===== config.mk =====
export PLATFORM = sky130hd
export DESIGN_NAME = dmle_core
export DESIGN_NICKNAME = d
export VERILOG_FILES = /design/src/rtl/dmle_pkg.sv /design/src/rtl/dmle_cfg_chain.sv /design/src/rtl/dmle_data_inv.sv /design/src/rtl/dmle_mux.sv /design/src/rtl/dmle_out_stage.sv /design/src/rtl/dmle_core.sv
export SDC_FILE = /design/constraint.sdc
export NUM_CORES = 1
export LEC_CHECK = 0
export ABC_CLOCK_PERIOD_IN_PS = 2350
export BUFFER_PORTS_ARGS = -buffer_cell sky130_fd_sc_hd__buf_2
export CORE_AREA = 2 2 39 41
export DETAILED_ROUTE_END_ITERATION = 7
export DIE_AREA = 0 0 41 43
export GPL_ROUTABILITY_DRIVEN = 0
export PLACE_DENSITY = 0.59
export SYNTH_ARGS = -nofsm -noshare
export SYNTH_HDL_FRONTEND = slang
export SYNTH_SLANG_ARGS = --single-unit

===== constraint.sdc =====
create_clock -name clk_i -period 2.35 [get_ports clk_i]
set_clock_uncertainty 0.1 [all_clocks]
set_input_delay 0.1175 -clock clk_i [delete_from_list [all_inputs] [get_ports clk_i]]
set_output_delay 0.1175 -clock clk_i [all_outputs]
set_load 0.005 [all_outputs]

===== src/rtl/dmle_pkg.sv =====
package dmle_pkg;
  typedef enum logic {
    PATH_COMB = 1'b0,
    PATH_REG  = 1'b1
  } path_e;

  // configuration width for a given data and output count
  function automatic int cfg_width(input int n_data, input int n_out);
    return n_data + n_out;
  endfunction
endpackage


===== src/rtl/dmle_cfg_chain.sv =====
module dmle_cfg_chain #(
  parameter int W = 6
) (
  input  logic         clk_i,
  input  logic         rst_i,
  input  logic         shift_en_i,
  input  logic         bit_i,
  output logic [W-1:0] cfg_o
);
  logic [W-1:0] chain_q;

  always_ff @(posedge clk_i) begin
    if (rst_i) begin
      chain_q <= '0;
    end else if (shift_en_i) begin
      chain_q <= {chain_q[W-2:0], bit_i};
    end
  end

  assign cfg_o = chain_q;
endmodule


===== src/rtl/dmle_data_inv.sv =====
module dmle_data_inv #(
  parameter int N = 4
) (
  input  logic [N-1:0] data_i,
  input  logic [N-1:0] inv_i,
  output logic [N-1:0] data_o
);
  for (genvar g = 0; g < N; g++) begin : g_line
    assign data_o[g] = inv_i[g] ? ~data_i[g] : data_i[g];
  end
endmodule


===== src/rtl/dmle_mux.sv =====
module dmle_mux #(
  parameter int N  = 4,
  parameter int SW = $clog2(N)
) (
  input  logic [N-1:0]  data_i,
  input  logic [SW-1:0] sel_i,
  output logic          y_o
);
  always_comb begin
    y_o = 1'b0;
    for (int k = 0; k < N; k++) begin
      if (sel_i == SW'(k)) y_o = data_i[k];
    end
  end
endmodule


===== src/rtl/dmle_out_stage.sv =====
module dmle_out_stage
  import dmle_pkg::*;
(
  input  logic  clk_i,
  input  logic  rst_i,
  input  path_e path_i,
  input  logic  d_i,
  output logic  q_o,
  output logic  y_o
);
  logic hold_q;

  always_ff @(posedge clk_i) begin
    if (rst_i) begin
      hold_q <= 1'b0;
    end else if (path_i == PATH_REG) begin
      hold_q <= d_i;
    end
  end

  assign q_o = hold_q;
  assign y_o = (path_i == PATH_REG) ? hold_q : d_i;
endmodule


===== src/rtl/dmle_core.sv =====
module dmle_core
  import dmle_pkg::*;
#(
  parameter int DATA_N = 4,
  parameter int OUT_N  = 2
) (
  input  logic                                clk_i,
  input  logic                                rst_i,
  input  logic                                cfg_en_i,
  input  logic                                cfg_bit_i,
  input  logic [DATA_N-1:0]                   data_i,
  input  logic [OUT_N*$clog2(DATA_N)-1:0]     sel_i,
  output logic [OUT_N-1:0]                    y_o
);
  localparam int SW    = $clog2(DATA_N);
  localparam int CFG_W = cfg_width(DATA_N, OUT_N);

  logic [CFG_W-1:0]  cfg_q;
  logic [DATA_N-1:0] data_c;
  logic [OUT_N-1:0]  mux_y;
  logic [OUT_N-1:0]  reg_q;

  dmle_cfg_chain #(.W(CFG_W)) u_cfg (
    .clk_i      (clk_i),
    .rst_i      (rst_i),
    .shift_en_i (cfg_en_i),
    .bit_i      (cfg_bit_i),
    .cfg_o      (cfg_q)
  );

  dmle_data_inv #(.N(DATA_N)) u_inv (
    .data_i (data_i),
    .inv_i  (cfg_q[OUT_N +: DATA_N]),
    .data_o (data_c)
  );

  for (genvar g = 0; g < OUT_N; g++) begin : g_out
    path_e path;
    assign path = path_e'(cfg_q[OUT_N-1-g]);

    dmle_mux #(.N(DATA_N), .SW(SW)) u_mux (
      .data_i (data_c),
      .sel_i  (sel_i[g*SW +: SW]),
      .y_o    (mux_y[g])
    );

    dmle_out_stage u_stage (
      .clk_i  (clk_i),
      .rst_i  (rst_i),
      .path_i (path),
      .d_i    (mux_y[g]),
      .q_o    (reg_q[g]),
      .y_o    (y_o[g])
    );
  end
endmodule


==> summary.txt <==
Critical path
  – Crit-path max FO: 3
  – Setup crit end kind: output port
  – R2R setup slack: 990 ps
  – WP data required: 2130 ps
  – RR Startpoint: u_cfg.cfg_o[2]
  – Slowest cell on crit path: mux4_2
  – Critical path class: reg2out
  – Crit-path cells: xor2_1, mux4_2, mux2_4, buf_2
  – Arrival time at the worst endpoint: 1630 ps
  – Reg2Reg Depth: 3
  – Slowest Stage Delay on Critical Path: 480 ps
  – Worst Setup Start Kind: register
  – R2R Path End: g_out[1].u_stage.q_o

STA
  – Rel. slew slack: 87.87%
  – Slew Limit Fails: 0
  – Setup TNS: 0 ps
  – # setup viols final: 0
  – RSZ-0062 raised after global routing: no
  – Final hold viol count: 0
  – Tcrit/Tclk final: 78.48%
  – Fmax: 0.5422 GHz
  – Min Clock Period, post-route: about 1800 ps
  – Worst-margin pin slew: 181.4 ps

Worst hold path
  – Worst Hold Path EP: u_cfg.cfg_o[0]
  – Worst hold path class: in2reg
  – Hold depth: 3
  – Hold path start: cfg_bit_i

Route
  – Final wirelength: 704 um
  – Initial DRT Pass Iterations: 3
  – Vias/cell: 4.456
  – Routed len/inst: about 10 um
  – Remaining antenna violation count: 0
  – Initial DRC count: 6
  – # DRC: 0
  – DR vias: about 300

Yosys
  – Post-Syn Area: slightly above 400 um2
  – Distinct cells, synth: 11
  – Synth Warn #: 0
  – Area leader, netlist: dfxtp_1
  – Top cells by area, synth: dfxtp_1 (39%), mux2i_1 (15%), mux4_2 (11%)
  – Mapped Cells: 40
  – Synth Register Bits: 8
  – Post-synth top area share: 38.79%
  – Seq/Total Area, Yosys: approximately two fifths
  – Syn avg cell area: between 10 and 15 um2
  – Syn nets: 52

Clock network
  – CTS tree: done
  – Clock buffer depth: 2
  – CTS Root Cell: clkbuf_4
  – Latest clock arrival within the worst-skew pair: approximately 260 ps
  – Clock-pin transition on the worst setup and hold timing paths: 50 ps
  – Number of clock buffers inserted by TritonCTS: 3
  – Post-cts gate resize count: 0
  – Setup Buffers After CTS: 0
  – Hold buffers post-CTS: 0
  – Clk sinks: 8
  – H-tree levels: 1

Flow run
  – Max_cap viols: 0

Place
  – Post-DP HPWL: roughly 540 um
  – Placed Cells: 65
  – PortBufs: 13
  – Placed cell area: 475.5 um2

Global routing
  – Largest net degree at the start of global routing: 9
  – Gr usage total: 10.03%
  – Vias in the first global route: 258
  – First-pass GRT wire length: 1090 um
  – GR Overflow Total: 0
  – Initial antenna violation count: 0

Layout
  – Final instance area: 498.0 um2
  – P&R area growth vs syn: 20.61%
  – NumNets Final: 66
  – Non-Filler Instances: 68
  – Ratio of cells with drive above 1 in the final layout: 38.46%
  – Number of antenna diodes: 0

Floorplan
  – Die X: between 40 and 50 um
  – Core Rows: 14
  – Die Ht: around 43 um
  – Initial Util: 29.84%
  – Top Ports: 14
  – Die Area: 1763 um2
  – Core area: 1384 um2

Power
  – Maximum vdd drop: 0.2270 mV
  – Total power: 296.9 uW
  – P_leak: around 0.25 nW
  – PwrDens: approximately 600 nW/um2

Run status
  – Status: finished, final reports clean
-- worst max path at each step --
stage,start,to,depth (start not counted)
finish,u_cfg.cfg_o[2],y_o[1],4
global route,u_cfg.cfg_o[2],y_o[1],4
CTS,u_cfg.cfg_o[2],y_o[1],4
detailed placement,u_cfg.cfg_o[2],y_o[1],4
global placement,u_cfg.cfg_o[3],y_o[1],4
floorplan,u_cfg.cfg_o[4],y_o[0],4
-- cells in the final DEF, fill, tap and decap left out --
cell type,Yosys,routed
nor2_1,10,10
dfxtp_1,8,8
clkbuf_4,0,3
mux4_2,2,2
xor2_1,4,4
mux2i_1,6,6
buf_2,0,13
mux2_4,2,2
o21a_1,2,2
inv_1,2,2
-- power breakdown --
| group | leakage (nW) | internal [mW] | switching [mW] |
|---|---|---|---|
| clock | 0.0138 | 0.0586 | 0.0495 |
| combinational | 0.167 | 0.0279 | 0.0181 |
| sequential | 0.0650 | 0.140 | 0.00296 |
| total | 0.246 | 0.226 | 0.0706 |
-- synthesized netlist by cell type --
master and count:
mux2_4 2, buf_1 1, o21a_1 2, buf_4 2, nor2_1 10, mux4_2 2
xor2_1 4, mux2i_1 6, clkbuf_1 1, dfxtp_1 8, inv_1 2
-- area by class of cell --
class	count	area (um2)
inverter	2	7.507
sequential	8	160.2
timing repair buffer	13	65.06
multi-input combinational	26	222.7
tap	16	20.02
clock buffer	3	22.52
fill	149	885.9
-- registers in the layout (all words and copies together) (netlist names) --
name,cells
u_cfg.cfg_o,6
g_out.u_stage.q_o,2
-- stage by stage --
| step | worst slack, ps | util (%) | hold WS (ps) |
|---|---|---|---|
| floorplan | 819.6 | - | 164.9 |
| global placement | 784.6 | 34.36 | 257.0 |
| detailed placement | 768.1 | 34.36 | 269.6 |
| CTS | 485.2 | 35.99 | 2.209 |
| global route | 437.1 | 35.99 | 20.65 |
| finish | 505.7 | 35.99 | 0.7104 |
-- routing by layer --
metal | routed length, um | GRT usage [%]
met4 | 10 | 8.000
met5 | 0 | 0
met1 | 307 | 12.91
met2 | 340 | 12.19
met3 | 45 | 4.712
-- critical path, delay by kind of cell, from the launching register on --
kind,cells,cell delay (ps)
buffers and inverters,1,120
DFF,1,330
xor gates and xnor gates,1,170
muxes,2,750
-- cells by family after synthesis --
family	count (synthesis)	synth area share [%]
compound gates	2	3.635
buf+inv	6	7.271
simple gates	10	9.092
xor+xnor	4	8.484
mux	10	32.73
flops	8	38.79
Power figures use the tool's default switching activity.
